<file path="config.mk">
export PLATFORM = sky130hd
export DESIGN_NAME = yuv2rgb_csc
export DESIGN_NICKNAME = d
export VERILOG_FILES = /design/src/rtl/yuvc_pkg.sv /design/src/rtl/yuvc_coef_bank.sv /design/src/rtl/yuvc_front.sv /design/src/rtl/yuvc_chan_mac.sv /design/src/rtl/yuv2rgb_csc.sv
export SDC_FILE = /design/constraint.sdc
export NUM_CORES = 2
export LEC_CHECK = 0
export BUFFER_PORTS_ARGS = -buffer_cell sky130_fd_sc_hd__clkbuf_2
export CORE_AREA = 2 2 355 357
export CTS_CLUSTER_DIAMETER = 30
export DETAILED_ROUTE_END_ITERATION = 8
export DIE_AREA = 0 0 357 359
export HOLD_SLACK_MARGIN = 0.08
export PLACE_DENSITY_LB_ADDON = 0.15
export SYNTH_ARGS = -nofsm -noshare
export SYNTH_HDL_FRONTEND = slang
export SYNTH_HIERARCHICAL = 1
export SYNTH_SLANG_ARGS = --single-unit
export TNS_END_PERCENT = 100
</file>
<file path="constraint.sdc">
create_clock -name clk -period 4.93 [get_ports clk]
set_input_delay 0.986 -clock clk [delete_from_list [all_inputs] [get_ports clk]]
set_output_delay 0.986 -clock clk [all_outputs]
set_load 0.1 [all_outputs]
</file>
<file path="src/rtl/yuvc_pkg.sv">
package yuvc_pkg;

  localparam int PIX_W    = 8;
  localparam int FRAC_W   = 8;
  localparam int CFG_W    = 16;
  localparam int NUM_COEF = 8;
  localparam int NUM_CH   = 3;
  localparam int SEL_W    = $clog2(NUM_COEF);

  // field widths inside a coefficient word
  localparam int OFS_FW = 8;
  localparam int GAIN_FW = 10;
  localparam int WG_FW  = 10;
  localparam int WRB_FW = 11;

  // normalized internal widths
  localparam int KW = 12;
  localparam int LW = PIX_W + 1;
  localparam int PW = KW + LW;
  localparam int AW = PW + 2;

  localparam logic [CFG_W-1:0]        UNITY_GAIN  = CFG_W'(1 << FRAC_W);
  localparam logic signed [LW-1:0]    CHROMA_BIAS = LW'(1 << (PIX_W - 1));
  localparam logic signed [AW-1:0]    ROUND_HALF  = AW'(1 << (FRAC_W - 1));
  localparam logic signed [AW-1:0]    PIX_MAX     = AW'((1 << PIX_W) - 1);

  typedef enum logic [SEL_W-1:0] {
    SEL_OFS = 3'd0,
    SEL_GAIN = 3'd1,
    SEL_RU  = 3'd2,
    SEL_RV  = 3'd3,
    SEL_GU  = 3'd4,
    SEL_GV  = 3'd5,
    SEL_BU  = 3'd6,
    SEL_BV  = 3'd7
  } coef_sel_e;

  function automatic logic [CFG_W-1:0] reset_word(input int idx);
    return (idx == int'(SEL_GAIN)) ? UNITY_GAIN : '0;
  endfunction

  function automatic logic signed [KW-1:0] dec_offset(input logic [CFG_W-1:0] raw);
    return {{(KW-OFS_FW){raw[OFS_FW-1]}}, raw[OFS_FW-1:0]};
  endfunction

  function automatic logic signed [KW-1:0] dec_gain(input logic [CFG_W-1:0] raw);
    return {{(KW-GAIN_FW){1'b0}}, raw[GAIN_FW-1:0]};
  endfunction

  function automatic logic signed [KW-1:0] dec_wgreen(input logic [CFG_W-1:0] raw);
    return {{(KW-WG_FW){raw[WG_FW-1]}}, raw[WG_FW-1:0]};
  endfunction

  function automatic logic signed [KW-1:0] dec_wredblue(input logic [CFG_W-1:0] raw);
    return {{(KW-WRB_FW){raw[WRB_FW-1]}}, raw[WRB_FW-1:0]};
  endfunction

  function automatic logic [PIX_W-1:0] clamp_pix(input logic signed [AW-1:0] x);
    if (x[AW-1])          return '0;
    else if (x > PIX_MAX) return '1;
    else                  return x[PIX_W-1:0];
  endfunction

  function automatic logic [PIX_W-1:0] luma_offset(input logic [PIX_W-1:0] y,
                                                   input logic signed [KW-1:0] ofs);
    logic signed [AW-1:0] s;
    s = $signed({{(AW-PIX_W){1'b0}}, y}) + $signed({{(AW-KW){ofs[KW-1]}}, ofs});
    return clamp_pix(s);
  endfunction

  function automatic logic signed [LW-1:0] chroma_center(input logic [PIX_W-1:0] c);
    return $signed({1'b0, c}) - CHROMA_BIAS;
  endfunction

  function automatic logic signed [AW-1:0] round_shift(input logic signed [AW-1:0] acc);
    return (acc + ROUND_HALF) >>> FRAC_W;
  endfunction

endpackage

</file>
<file path="src/rtl/yuvc_coef_bank.sv">
module yuvc_coef_bank
  import yuvc_pkg::*;
#(
  parameter int N = NUM_COEF,
  parameter int W = CFG_W,
  localparam int SW = $clog2(N)
) (
  input  logic                clk,
  input  logic                rst_n,
  input  logic                in_valid,
  input  logic                cfg_we,
  input  logic [SW-1:0]       cfg_sel,
  input  logic [W-1:0]        cfg_data,
  output logic [N-1:0][W-1:0] act_words,
  output logic                commit,
  output logic                pending
);

  logic [N-1:0][W-1:0] stage_words;

  // working set may only change on an edge where no pixel is sampled
  assign commit = pending & ~in_valid;

  for (genvar e = 0; e < N; e++) begin : g_word
    always_ff @(posedge clk or negedge rst_n) begin
      if (!rst_n) begin
        stage_words[e] <= W'(reset_word(e));
        act_words[e]   <= W'(reset_word(e));
      end else begin
        if (cfg_we && (cfg_sel == SW'(e)))
          stage_words[e] <= cfg_data;
        if (commit)
          act_words[e] <= stage_words[e];
      end
    end
  end

  always_ff @(posedge clk or negedge rst_n) begin
    if (!rst_n)      pending <= 1'b0;
    else if (cfg_we) pending <= 1'b1;
    else if (commit) pending <= 1'b0;
  end

endmodule

</file>
<file path="src/rtl/yuvc_front.sv">
module yuvc_front
  import yuvc_pkg::*;
(
  input  logic                    clk,
  input  logic                    rst_n,
  input  logic                    in_valid,
  input  logic [PIX_W-1:0]        in_y,
  input  logic [PIX_W-1:0]        in_u,
  input  logic [PIX_W-1:0]        in_v,
  input  logic signed [KW-1:0]    ofs,
  output logic                    s1_valid,
  output logic [PIX_W-1:0]        s1_luma,
  output logic signed [LW-1:0]    s1_u,
  output logic signed [LW-1:0]    s1_v
);

  always_ff @(posedge clk or negedge rst_n) begin
    if (!rst_n) begin
      s1_valid <= 1'b0;
      s1_luma  <= '0;
      s1_u     <= '0;
      s1_v     <= '0;
    end else begin
      s1_valid <= in_valid;
      if (in_valid) begin
        s1_luma <= luma_offset(in_y, ofs);
        s1_u    <= chroma_center(in_u);
        s1_v    <= chroma_center(in_v);
      end
    end
  end

endmodule

</file>
<file path="src/rtl/yuvc_chan_mac.sv">
module yuvc_chan_mac
  import yuvc_pkg::*;
(
  input  logic                    clk,
  input  logic                    rst_n,
  input  logic [PIX_W-1:0]        s1_luma,
  input  logic signed [LW-1:0]    s1_u,
  input  logic signed [LW-1:0]    s1_v,
  input  logic signed [KW-1:0]    gain,
  input  logic signed [KW-1:0]    wu,
  input  logic signed [KW-1:0]    wv,
  output logic [PIX_W-1:0]        pix
);

  logic signed [LW-1:0] luma_s;
  logic signed [PW-1:0] p_y, p_u, p_v;
  logic signed [AW-1:0] acc;

  assign luma_s = $signed({1'b0, s1_luma});
  assign acc    = AW'(p_y) + AW'(p_u) + AW'(p_v);

  always_ff @(posedge clk or negedge rst_n) begin
    if (!rst_n) begin
      p_y <= '0;
      p_u <= '0;
      p_v <= '0;
      pix <= '0;
    end else begin
      p_y <= PW'(gain) * PW'(luma_s);
      p_u <= PW'(wu) * PW'(s1_u);
      p_v <= PW'(wv) * PW'(s1_v);
      pix <= clamp_pix(round_shift(acc));
    end
  end

endmodule

</file>
<file path="src/rtl/yuv2rgb_csc.sv">
module yuv2rgb_csc
  import yuvc_pkg::*;
(
  input  logic             clk,
  input  logic             rst_n,
  input  logic             in_valid,
  input  logic [7:0]       in_y,
  input  logic [7:0]       in_u,
  input  logic [7:0]       in_v,
  input  logic             cfg_we,
  input  logic [2:0]       cfg_sel,
  input  logic [15:0]      cfg_data,
  output logic             out_valid,
  output logic [7:0]       out_r,
  output logic [7:0]       out_g,
  output logic [7:0]       out_b
);

  logic [NUM_COEF-1:0][CFG_W-1:0] act_words;
  logic                           commit;
  logic                           pending;
  logic                           s1_valid;
  logic                           s2_valid;
  logic [PIX_W-1:0]               s1_luma;
  logic signed [LW-1:0]           s1_u, s1_v;
  logic signed [KW-1:0]           ofs_k, gain_k;
  logic [NUM_CH-1:0][PIX_W-1:0]   ch_pix;

  yuvc_coef_bank #(.N(NUM_COEF), .W(CFG_W)) u_bank (
    .clk      (clk),
    .rst_n    (rst_n),
    .in_valid (in_valid),
    .cfg_we   (cfg_we),
    .cfg_sel  (cfg_sel),
    .cfg_data (cfg_data),
    .act_words(act_words),
    .commit   (commit),
    .pending  (pending)
  );

  assign ofs_k  = dec_offset(act_words[SEL_OFS]);
  assign gain_k = dec_gain(act_words[SEL_GAIN]);

  yuvc_front u_front (
    .clk     (clk),
    .rst_n   (rst_n),
    .in_valid(in_valid),
    .in_y    (in_y),
    .in_u    (in_u),
    .in_v    (in_v),
    .ofs     (ofs_k),
    .s1_valid(s1_valid),
    .s1_luma (s1_luma),
    .s1_u    (s1_u),
    .s1_v    (s1_v)
  );

  for (genvar c = 0; c < NUM_CH; c++) begin : g_ch
    localparam int UIDX = int'(SEL_RU) + 2 * c;
    localparam int VIDX = UIDX + 1;
    logic signed [KW-1:0] wu_k, wv_k;

    if (c == 1) begin : g_green
      assign wu_k = dec_wgreen(act_words[UIDX]);
      assign wv_k = dec_wgreen(act_words[VIDX]);
    end else begin : g_rb
      assign wu_k = dec_wredblue(act_words[UIDX]);
      assign wv_k = dec_wredblue(act_words[VIDX]);
    end

    yuvc_chan_mac u_mac (
      .clk    (clk),
      .rst_n  (rst_n),
      .s1_luma(s1_luma),
      .s1_u   (s1_u),
      .s1_v   (s1_v),
      .gain   (gain_k),
      .wu     (wu_k),
      .wv     (wv_k),
      .pix    (ch_pix[c])
    );
  end

  always_ff @(posedge clk or negedge rst_n) begin
    if (!rst_n) begin
      s2_valid  <= 1'b0;
      out_valid <= 1'b0;
    end else begin
      s2_valid  <= s1_valid;
      out_valid <= s2_valid;
    end
  end

  assign out_r = ch_pix[0];
  assign out_g = ch_pix[1];
  assign out_b = ch_pix[2];

endmodule

</file>
==> reports/results.ini <==
[run_status]
run_status = finished, violations left
violations = negative setup slack

[flow_run]
maxCapViolCount = 0

[die]
core_region_area_mm2 = 0.125
top_level_ports = 72
die-height_um = 359
floorplan.initialDensity_pct = 41.9
placementRows = 130
die_width_um = 357
total_die_area_mm2 = 0.128

[sta]
final_period_minus_worst_setup_slack_ns = 5.16
normalized_max_slew_margin_pct = 37.4
setup_slack_ns = -0.229
sum_of_negative_setup_slack_ns = -2.28
finalSetupViolations = 19
final_max_slew_viol_count = 0
timing_worst_slew_pin_value_ns = 0.935
hold_viol_final = 0
maxClockFrequency_mhz = 194
rsz_0062_raised_after_global_routing = true
final_min_period_over_clock_period_pct = 105
clock-skew-final_ns = 0.0515

[cts]
clk_path_buf_depth = 3
clock_sink_total = 405
cts_root_buffer = clkbuf_16
clk_transition_reported_paths_ns = 0.05
cts_tree = done
worstSkewPairLatency_ns = 0.70
htreeDepth = 3
numCtsBuffers = 103
hold_buffers = 0

[routing]
drt_pre_antenna_iters = 6
detail_route.drc_violations = 0
final_antenna_net_count = 0
wl_um = 129000
detailedRoute.firstIterationViolations = 1648
routed_wire_length_per_instance_um = 16.9
routed_via_density = 4.77
total_via_count_after_detailed_routing = 36300

[critical_path]
worstSetupPathType = reg -> reg
r2r.worst_path.cells = 17
critical-path-slowest-cell = fa_1
cp.required_ns = 5.54
crit_path_frequent_cell = fa_1
worst-endpoint-arrival_ns = 5.77
worst-path-max-fanout = 7
worstPathCellList = and2_4 > fa_1 > inv_2 > fa_1 > inv_1 > fa_1 > fa_1 > fa_1 > ha_4 > a21oi_4 > o21ai_1 > a21o_1 > a21oi_2 > o21ai_2 > o41ai_2 > or4b_1 > o211ai_1
cp_max_stage_delay_ns = 0.54
critPathLaunchType = flip-flop
setup.worst_path.end_class = flip-flop

[global_route]
maximum_number_of_pins_on_one_net_before_global_route_repair = 110
first_global_vias = 38600
first_pass_grt_wire_length_um = 207000
overflow = 0
grt_resource_usage_total_pct = 20.5
grt_antenna_before_repair = 4

[yosys]
synthesis.area_per_instance_um2 = 9.96
yosys_warnings = 6
syn_area_mm2 = 0.0522
number_of_instances_in_the_synthesized_netlist = 5240

[placement]
placement.io_buffers = 66
gpl.final_weighted_congestion = 0.834
dpl.hpwl_um = 101000

[layout]
syn2layout_area_growth_pct = 24.6
layout_common_cells = inv_1, fa_1, buf_4, and2_1, nand2_1
share_of_layout_cells_above_drive_strength_1_pct = 23.5
nFillCells = 11400
commonest_non_fill_non_tap_cell_in_the_layout = inv_1
finish.net_count = 7280

[hold_path]
worstHoldPathType = in -> async

-- metrics by stage --
step / util, % / hold WS, ns / std cells / cell area [um^2] / setup WS, ns
floorplan: - / 0.331 / 5287 / 52600 / -0.190
global placement: 46.6 / 0.335 / 7328 / 58100 / -0.410
detailed placement: 46.6 / 0.336 / 7328 / 58100 / -0.471
CTS: 50.6 / 0.335 / 7560 / 63000 / -0.197
global route: 52.2 / 0.356 / 7611 / 65000 / -0.385
finish: 52.2 / 0.324 / 7612 / 65000 / -0.229
-- sequential cells by signal, indices dropped and copies added, names as in the netlist --
register	count
u_bank/act_words	82
u_bank/stage_words	82
g_ch.u_mac/p_u	63
g_ch.u_mac/p_v	63
g_ch.u_mac/p_y	63
g_ch.u_mac/pix	24
u_front/s1_luma	8
u_front/s1_u	8
u_front/s1_v	8
out_valid	1
s2_valid	1
u_bank/pending	1
u_front/s1_valid	1
-- final cells by class --
type	count	area, um^2	area share, %
multi-input combinational	3476	38900	59.8
sequential	405	10200	15.6
timing repair buffer	621	5320	8.18
inverter	1267	4760	7.32
clock buffer	128	2860	4.40
tap	1650	2060	3.18
clock inverter	64	976	1.50
antenna	1	2.50	0.00385
-- metal layers --
layer  vias to the layer above  track usage [%]  share of wire [%]
met5                         -                0                  0
met4                         0             5.26                2.4
met3                       160             2.42                3.2
met2                       476             35.1                 49
met1                     18400             27.6                 45
li1                      17200                -                  -
-- worst paths after layout --
path                                         endpoint  slack, ns            start
max in group asynchronous             u_front/s1_v[2]       3.48            rst_n
min in group clk                            out_valid       0.35         s2_valid
worst max-delay path            g_ch[1].u_mac/p_u[19]      -0.23  u_front/s1_u[5]
worst min-delay path            g_ch[1].u_mac/p_y[20]       0.32            rst_n
worst max register to register  g_ch[1].u_mac/p_u[19]      -0.23  u_front/s1_u[5]
worst min register to register              out_valid       0.35         s2_valid
-- worst max-delay path, delay by kind of cell (launching register included) --
kind / cells / cell delay, ns
adders and majority gates: 6 / 2.70
AOI/OAI and AO/OA: 7 / 1.13
and+or+nand+nor: 2 / 0.67
DFF: 1 / 0.48
buffers and inverters: 2 / 0.10
-- what timing repair did --
action                                  4_1_cts  5_1_grt
setup buffers                                39       47
endpoints found under the setup margin       45       52
resized for setup                           180      291
cloned                                        1        5
pin swaps                                   112      191
Power is not shown: default switching activity piles up to over one toggle a cycle in this logic, so the estimate is an artifact.
